--- src/rtl/tsa_pkg.sv ---
package tsa_pkg;
  localparam int ENTRY_W = 16;
  localparam int DEST_W  = 3;
  localparam int MASK_W  = 4;
  localparam int CNT_W   = 5;
  localparam int SPAN_W  = CNT_W + 3;

  typedef struct packed {
    logic              last;
    logic [DEST_W-1:0] dest;
    logic [MASK_W-1:0] mask;
    logic [1:0]        rsvd;
    logic              byte_unit;
    logic [CNT_W-1:0]  cnt_m1;
  } entry_t;

  function automatic logic [SPAN_W-1:0] span_end(entry_t e);
    return e.byte_unit ? {e.cnt_m1, 3'b111} : SPAN_W'(e.cnt_m1);
  endfunction
endpackage

--- src/rtl/tsa_route_ram.sv ---
module tsa_route_ram #(
  parameter int DEPTH  = 64,
  parameter int N_RD   = 4,
  parameter int ADDR_W = $clog2(DEPTH)
) (
  input  logic                                  clk_i,
  input  logic                                  we_i,
  input  logic                                  wbank_i,
  input  logic [ADDR_W-1:0]                     waddr_i,
  input  logic [tsa_pkg::ENTRY_W-1:0]           wdata_i,
  input  logic [N_RD-1:0]                       rbank_i,
  input  logic [N_RD-1:0][ADDR_W-1:0]           raddr_i,
  output logic [N_RD-1:0][tsa_pkg::ENTRY_W-1:0] rdata_o
);
  logic [tsa_pkg::ENTRY_W-1:0] mem0 [DEPTH];
  logic [tsa_pkg::ENTRY_W-1:0] mem1 [DEPTH];

  always_ff @(posedge clk_i) begin
    if (we_i && !wbank_i) mem0[waddr_i] <= wdata_i;
    if (we_i &&  wbank_i) mem1[waddr_i] <= wdata_i;
  end

  for (genvar r = 0; r < N_RD; r++) begin : g_rd
    assign rdata_o[r] = rbank_i[r] ? mem1[raddr_i[r]] : mem0[raddr_i[r]];
  end
endmodule

--- src/rtl/tsa_walker.sv ---
module tsa_walker #(
  parameter int REGION_BASE  = 0,
  parameter int REGION_DEPTH = 16,
  parameter int ADDR_W       = 6,
  localparam int IDX_W       = $clog2(REGION_DEPTH)
) (
  input  logic                         clk_i,
  input  logic                         rst_ni,
  input  logic                         tick_i,
  input  logic                         sync_i,
  input  logic                         bank_sel_i,
  output logic                         rd_bank_o,
  output logic [ADDR_W-1:0]            rd_addr_o,
  input  logic [tsa_pkg::ENTRY_W-1:0]  rd_data_i,
  output logic                         hit_o,
  output logic [tsa_pkg::DEST_W-1:0]   dest_o,
  output logic [tsa_pkg::MASK_W-1:0]   strb_o
);
  import tsa_pkg::*;

  localparam logic [ADDR_W-1:0] BASE = ADDR_W'(REGION_BASE);
  localparam logic [IDX_W-1:0]  TOP  = IDX_W'(REGION_DEPTH - 1);

  logic              act_q, bank_q;
  logic [IDX_W-1:0]  idx_q, use_idx;
  logic [SPAN_W-1:0] cnt_q, use_cnt;
  logic [MASK_W-1:0] strb_q;
  entry_t            ent;
  logic              at_end, final_ent;

  assign ent       = entry_t'(rd_data_i);
  assign use_idx   = sync_i ? '0 : idx_q;
  assign use_cnt   = sync_i ? '0 : cnt_q;
  assign rd_bank_o = sync_i ? bank_sel_i : bank_q;
  assign rd_addr_o = BASE + ADDR_W'(use_idx);
  assign hit_o     = tick_i && (sync_i || act_q);
  assign dest_o    = ent.dest;
  assign at_end    = use_cnt == span_end(ent);
  assign final_ent = ent.last || (use_idx == TOP);
  assign strb_o    = strb_q;

  always_ff @(posedge clk_i or negedge rst_ni) begin
    if (!rst_ni) begin
      act_q  <= 1'b0;
      bank_q <= 1'b0;
      idx_q  <= '0;
      cnt_q  <= '0;
      strb_q <= '0;
    end else if (tick_i) begin
      strb_q <= hit_o ? ent.mask : '0;
      if (hit_o) begin
        bank_q <= rd_bank_o;
        if (at_end) begin
          cnt_q <= '0;
          if (final_ent) begin
            act_q <= 1'b0;
            idx_q <= '0;
          end else begin
            act_q <= 1'b1;
            idx_q <= use_idx + 1'b1;
          end
        end else begin
          act_q <= 1'b1;
          idx_q <= use_idx;
          cnt_q <= use_cnt + 1'b1;
        end
      end
    end
  end
endmodule

--- src/rtl/tsa_steer.sv ---
module tsa_steer #(
  parameter int N_IF   = 2,
  parameter int N_PORT = 4,
  localparam int N_DIR = 2 * N_IF
) (
  input  logic                                  clk_i,
  input  logic                                  rst_ni,
  input  logic [N_DIR-1:0]                      tick_i,
  input  logic [N_DIR-1:0]                      hit_i,
  input  logic [N_DIR-1:0][tsa_pkg::DEST_W-1:0] dest_i,
  input  logic [N_IF-1:0]                       rxd_i,
  input  logic [N_PORT-1:0]                     port_tx_bit_i,
  output logic [N_IF-1:0]                       txd_o,
  output logic [N_IF-1:0]                       txoe_o,
  output logic [N_PORT-1:0]                     rx_valid_o,
  output logic [N_PORT-1:0]                     rx_bit_o,
  output logic [N_PORT-1:0]                     tx_pop_o
);
  import tsa_pkg::*;

  logic [N_PORT-1:0] rxv_d, rxb_d, pop_d;
  logic [N_IF-1:0]   txd_d, oe_d;

  always_comb begin
    rxv_d = '0;
    rxb_d = '0;
    pop_d = '0;
    for (int p = 0; p < N_PORT; p++) begin
      // link A visited last so it wins a collision
      for (int i = N_IF - 1; i >= 0; i--) begin
        if (hit_i[2*i] && dest_i[2*i] == DEST_W'(p + 1)) begin
          rxv_d[p] = 1'b1;
          rxb_d[p] = rxd_i[i];
        end
      end
    end
    for (int i = 0; i < N_IF; i++) begin
      txd_d[i] = 1'b0;
      oe_d[i]  = 1'b0;
      for (int p = 0; p < N_PORT; p++) begin
        if (hit_i[2*i+1] && dest_i[2*i+1] == DEST_W'(p + 1)) begin
          txd_d[i] = port_tx_bit_i[p];
          oe_d[i]  = 1'b1;
          pop_d[p] = 1'b1;
        end
      end
    end
  end

  always_ff @(posedge clk_i or negedge rst_ni) begin
    if (!rst_ni) begin
      rx_valid_o <= '0;
      rx_bit_o   <= '0;
      tx_pop_o   <= '0;
      txd_o      <= '0;
      txoe_o     <= '0;
    end else begin
      rx_valid_o <= rxv_d;
      rx_bit_o   <= rxb_d;
      tx_pop_o   <= pop_d;
      for (int i = 0; i < N_IF; i++) begin
        if (tick_i[2*i+1]) begin
          txd_o[i]  <= txd_d[i];
          txoe_o[i] <= oe_d[i];
        end
      end
    end
  end
endmodule

--- src/rtl/tdm_tsa.sv ---
module tdm_tsa #(
  parameter int N_IF         = 2,
  parameter int N_PORT       = 4,
  parameter int N_STRB       = 4,
  parameter int REGION_DEPTH = 16,
  localparam int N_DIR       = 2 * N_IF,
  localparam int DEPTH       = N_DIR * REGION_DEPTH,
  localparam int ADDR_W      = $clog2(DEPTH)
) (
  input  logic                        clk_i,
  input  logic                        rst_ni,
  input  logic                        host_we_i,
  input  logic                        host_bank_i,
  input  logic [ADDR_W-1:0]           host_addr_i,
  input  logic [tsa_pkg::ENTRY_W-1:0] host_wdata_i,
  input  logic                        bank_sel_i,
  input  logic [N_DIR-1:0]            bclk_en_i,
  input  logic [N_DIR-1:0]            fsync_i,
  input  logic [N_IF-1:0]             rxd_i,
  output logic [N_IF-1:0]             txd_o,
  output logic [N_IF-1:0]             txoe_o,
  output logic [N_PORT-1:0]           port_rx_valid_o,
  output logic [N_PORT-1:0]           port_rx_bit_o,
  input  logic [N_PORT-1:0]           port_tx_bit_i,
  output logic [N_PORT-1:0]           port_tx_pop_o,
  output logic [N_STRB-1:0]           strobe_o
);
  import tsa_pkg::*;

  logic [N_DIR-1:0]               rd_bank;
  logic [N_DIR-1:0][ADDR_W-1:0]   rd_addr;
  logic [N_DIR-1:0][ENTRY_W-1:0]  rd_data;
  logic [N_DIR-1:0]               hit;
  logic [N_DIR-1:0][DEST_W-1:0]   dest;
  logic [N_DIR-1:0][MASK_W-1:0]   strb;

  tsa_route_ram #(.DEPTH(DEPTH), .N_RD(N_DIR), .ADDR_W(ADDR_W)) u_ram (
    .clk_i   (clk_i),
    .we_i    (host_we_i),
    .wbank_i (host_bank_i),
    .waddr_i (host_addr_i),
    .wdata_i (host_wdata_i),
    .rbank_i (rd_bank),
    .raddr_i (rd_addr),
    .rdata_o (rd_data)
  );

  for (genvar d = 0; d < N_DIR; d++) begin : g_dir
    tsa_walker #(
      .REGION_BASE  (d * REGION_DEPTH),
      .REGION_DEPTH (REGION_DEPTH),
      .ADDR_W       (ADDR_W)
    ) u_walk (
      .clk_i      (clk_i),
      .rst_ni     (rst_ni),
      .tick_i     (bclk_en_i[d]),
      .sync_i     (fsync_i[d]),
      .bank_sel_i (bank_sel_i),
      .rd_bank_o  (rd_bank[d]),
      .rd_addr_o  (rd_addr[d]),
      .rd_data_i  (rd_data[d]),
      .hit_o      (hit[d]),
      .dest_o     (dest[d]),
      .strb_o     (strb[d])
    );
  end

  tsa_steer #(.N_IF(N_IF), .N_PORT(N_PORT)) u_steer (
    .clk_i         (clk_i),
    .rst_ni        (rst_ni),
    .tick_i        (bclk_en_i),
    .hit_i         (hit),
    .dest_i        (dest),
    .rxd_i         (rxd_i),
    .port_tx_bit_i (port_tx_bit_i),
    .txd_o         (txd_o),
    .txoe_o        (txoe_o),
    .rx_valid_o    (port_rx_valid_o),
    .rx_bit_o      (port_rx_bit_o),
    .tx_pop_o      (port_tx_pop_o)
  );

  always_comb begin
    strobe_o = '0;
    for (int d = 0; d < N_DIR; d++) strobe_o |= N_STRB'(strb[d]);
  end
endmodule

--- config.mk ---
export PLATFORM = sky130hd
export DESIGN_NAME = tdm_tsa
export DESIGN_NICKNAME = d
export VERILOG_FILES = /design/src/rtl/tsa_pkg.sv /design/src/rtl/tsa_route_ram.sv /design/src/rtl/tsa_walker.sv /design/src/rtl/tsa_steer.sv /design/src/rtl/tdm_tsa.sv
export SDC_FILE = /design/constraint.sdc
export NUM_CORES = 2
export LEC_CHECK = 0
export ABC_AREA = 1
export BUFFER_PORTS_ARGS = -buffer_cell sky130_fd_sc_hd__buf_2
export CORE_MARGIN = 2
export CORE_UTILIZATION = 55
export DETAILED_ROUTE_END_ITERATION = 10
export PLACE_DENSITY = 0.77
export SYNTH_ARGS = -nofsm -noshare
export SYNTH_HDL_FRONTEND = slang
export SYNTH_SLANG_ARGS = --single-unit
--- constraint.sdc ---
create_clock -name clk_i -period 2.3 [get_ports clk_i]
set_input_delay 0.115 -clock clk_i [delete_from_list [all_inputs] [get_ports clk_i]]
set_output_delay 0.115 -clock clk_i [all_outputs]
set_load 0.02 [all_outputs]
==> results.cfg <==
[setup_path]
crit_fanout = 11
reg2reg_to = g_dir[0].u_walk.idx_q[0]
endpoint = g_dir[0].u_walk.idx_q[0]
r2r-start = g_dir[0].u_walk.idx_q[0]
cp_cell_sequence = inv_4 -> nor2_8 -> buf_6 -> buf_8 -> nand2_1 -> nand3_1 -> nand3_1 -> nand3_2 -> nand2_1 -> nand2_1 -> nand2_2 -> nand3_2 -> nand2_2 -> nand2_2 -> nor2_4 -> buf_6 -> nand3_1 -> nand2_1 -> nand2_1 -> nand2_1
crit_path_frequent_cell = nand2_1
end_kind = register
criticalPathCategory = register to register
start_kind = register
cp.arrival_ns = 3.54
critPathTopFamily = simple AND/OR/NAND/NOR gates
startpoint = g_dir[0].u_walk.idx_q[0]
r2r_cells = 20
worst_path_max_delay_cell = dfrtp_4
rrSetupSlack_ns = -0.48
cp_slowest_stage_delay_ns = 0.58
path_depth = 20
crit_required_ns = 3.06
crit_buf_inv = 4

[clocking]
cts_tree = built
htree_num_levels = 4
clockBufferDepth = 3
clock-sinks = 1880
insertion_delay_ns = 0.85
numCtsBuffers = 185
path_clk_slew_ns = 0.06
cts_root_buf = clkbuf_16

[drt]
vias = 59400
drtPass1Iterations = 8
drc_errors = 0
wl_um = 240000
vias_per_cell = 6.38
ant_nets = 0
wire_per_inst_um = 25.8
initialDrtViolationCount = 9410

[place]
dp_cells = 8812
hpwl_um = 134000
port_buffers = 58
gp_congestion = 0.939

[power]
p_total_uw = 72600
pwr_density_cell_nw_per_um2 = 747
ir_drop_v = 0.000867
p_leak_uw = 0.0353

[synthesis]
synth_fa_ha_area_share_pct = 0.128
synth_top_family_by_area = simple AND/OR/NAND/NOR gates
synth.area.mux_share_pct = 0
syn-num-nets = 6669
ys_ff_latch = 1880
avgSynthCellArea_um2 = 11.8
yosysTopAreaCellShare_pct = 68.8
ys_warn_count = 0
synth-async-reset-ratio_pct = 4.68
postSynthCellCount = 6620
synth_cell_type_count = 45
synth_compound_area_share_pct = 3.69
yosys.area.top_type = edfxtp_1
synthSimpleGateAreaFrac_pct = 20.9
synth_edf_count = 1792
synth_xor_area_share_pct = 0
ys.flop_type = edfxtp_1
synth_area_leaders = edfxtp_1 69%, nand3_1 9.4%, nand2_1 8.7%
syn_area_um2 = 78200
ys_seq_area_share_pct = 71.6

[floorplanning]
initial_core_util_pct = 55.3
coreArea_um2 = 141000
pin_count = 61
rows = 138
die_w_um = 381
dieHeight_um = 381
dieArea_um2 = 145000

[cells_and_area]
layout_common_cells = 1792 x edfxtp_1, 1666 x nand2_1, 1089 x nand3_1
stdcell_count = 9321
nFillCells = 8639
drive_gt1_share_pct = 25.8
mostFrequentLayoutCell = edfxtp_1
area_growth_syn_to_layout_pct = 24.2
finalNetCount = 7315

[timing]
timing.final.crit_period_ns = 2.78
worst_slack_ns = -0.481
max_slew.worst_pin.slew_ns = 0.834
max_slew_margin_pct = 44.4
skew_ns = 0.0279
setup_viol = 81
finalMaxSlewViolations = 0
rsz0062_at_grt = true
period_share_pct = 121
fmax_mhz = 360
hold_viol_final = 0

[grt]
grt_first_pass_wirelength_um = 348000
track_usage_pct = 31.5
global_route.overflow_total = 0
grt_max_degree = 129
grt_pass1_vias = 57400
antenna_found_initial = 9

[hold_path]
holdCritPathClass = input port to register

[run_status]
outcome = finished, violations left
violations = setup timing

[run]
cap_violations = 0
==> where the power goes <==
group / switching [uW] / leakage (uW) / internal [uW] / total (uW)
registers: 151 / 0.0173 / 37700 / 37900
clock network: 13300 / 0.00295 / 17100 / 30400
logic: 2990 / 0.0151 / 1310 / 4290
total: 16500 / 0.0353 / 56200 / 72600
==> metrics by stage <==
stage | setup TNS (ns) | worst slack, ns | util [%] | hold slack [ns] | area (um2)
detailed placement | -19.73 | -0.391 | 60.4 | 0.143 | 85400
global placement | -14.83 | -0.329 | 60.4 | 0.136 | 85400
floorplan | -30.41 | -0.0424 | - | -0.181 | 78400
global route | -27.20 | -0.550 | 68.7 | 0.0676 | 97200
CTS | -9.35 | -0.248 | 67.2 | 0.0175 | 95000
finish | -20.36 | -0.481 | 68.7 | 0.0599 | 97200
==> per-layer routing <==
layer  part of all wire (%)  track usage, %  vias to the layer above
met1                     34            41.9                    28500
met3                     13            7.41                      911
li1                       -               -                    25100
met4                    5.4            15.2                       12
met5                  0.031               0                        -
met2                     47            49.2                     4920
==> cell families (layout without fill, tap and decap cells) <==
family | Yosys count | after routing
buffers and inverters | 564 | 1362
AND/OR/NAND/NOR | 3722 | 3731
other | 0 | 4
flip-flops | 1880 | 1880
AO/OA/AOI/OAI | 446 | 446
adder cells (fa/ha/maj) | 8 | 8
==> synth_stat cells (46+ instances only) <==
master / n
o21ai_0: 136
nand3_1: 1476
a32o_1: 46
a21oi_1: 93
dfrtp_1: 88
clkbuf_1: 104
nand2_1: 1822
o211ai_1: 90
buf_4: 74
nor2_1: 199
buf_2: 176
edfxtp_1: 1792
nor3_1: 133
inv_1: 113
==> layout make-up <==
cell class                      count  area (um2)  share of cell area, %
Timing Repair Buffer              875        9050                   9.31
Inverter                          139         557                  0.573
Clock buffer                      237        5000                   5.14
Sequential cell                  1880       56000                   57.6
Clock inverter                    111        1060                   1.09
Tap cell                         1890        2360                   2.43
Antenna cell                        4        10.0                 0.0103
Multi-Input combinational cell   4185       23100                   23.8
==> state kept, by name, indices dropped and copies added, names as in the netlist <==
register / cells
u_ram.mem0: 896
u_ram.mem1: 896
g_dir.u_walk.cnt_q: 32
g_dir.u_walk.idx_q: 16
g_dir.u_walk.strb_o: 16
g_dir.u_walk.act_q: 4
g_dir.u_walk.bank_q: 4
u_steer.rx_bit_o: 4
u_steer.rx_valid_o: 4
u_steer.tx_pop_o: 4
u_steer.txd_o: 2
u_steer.txoe_o: 2
==> worst min path at each step <==
stage,depth (start not counted),to,start
3_5_place_dp,1,g_dir[1].u_walk.act_q,rst_ni
4_1_cts,4,u_ram.mem0[51][8],host_addr_i[1]
5_1_grt,4,u_ram.mem0[51][8],host_addr_i[1]
6_report,4,u_ram.mem0[51][8],host_we_i
3_3_place_gp,1,g_dir[1].u_walk.act_q,rst_ni
2_1_floorplan,0,g_dir[0].u_walk.act_q,rst_ni
==> repair_timing <==
item	CTS	global route
hold buffers	29	0
endpoints found under the setup margin	79	80
pin swaps	132	195
gates cloned	30	17
buffers inserted	53	36
resized for setup	506	378
endpoints found under the hold margin	1366	0
==> worst register-to-register path: stages (launching register included) <==
cell	delay (ns)
dfrtp_4	0.58
inv_4	0.12
nor2_8	0.04
buf_6	0.14
buf_8	0.15
nand2_1	0.06
nand3_1	0.10
nand3_1	0.13
nand3_2	0.17
nand2_1	0.12
nand2_1	0.07
nand2_2	0.11
nand3_2	0.09
nand2_2	0.08
nand2_2	0.06
nor2_4	0.19
buf_6	0.16
nand3_1	0.08
nand2_1	0.09
nand2_1	0.07
nand2_1	0.11
Power figures use the tool's default switching activity.
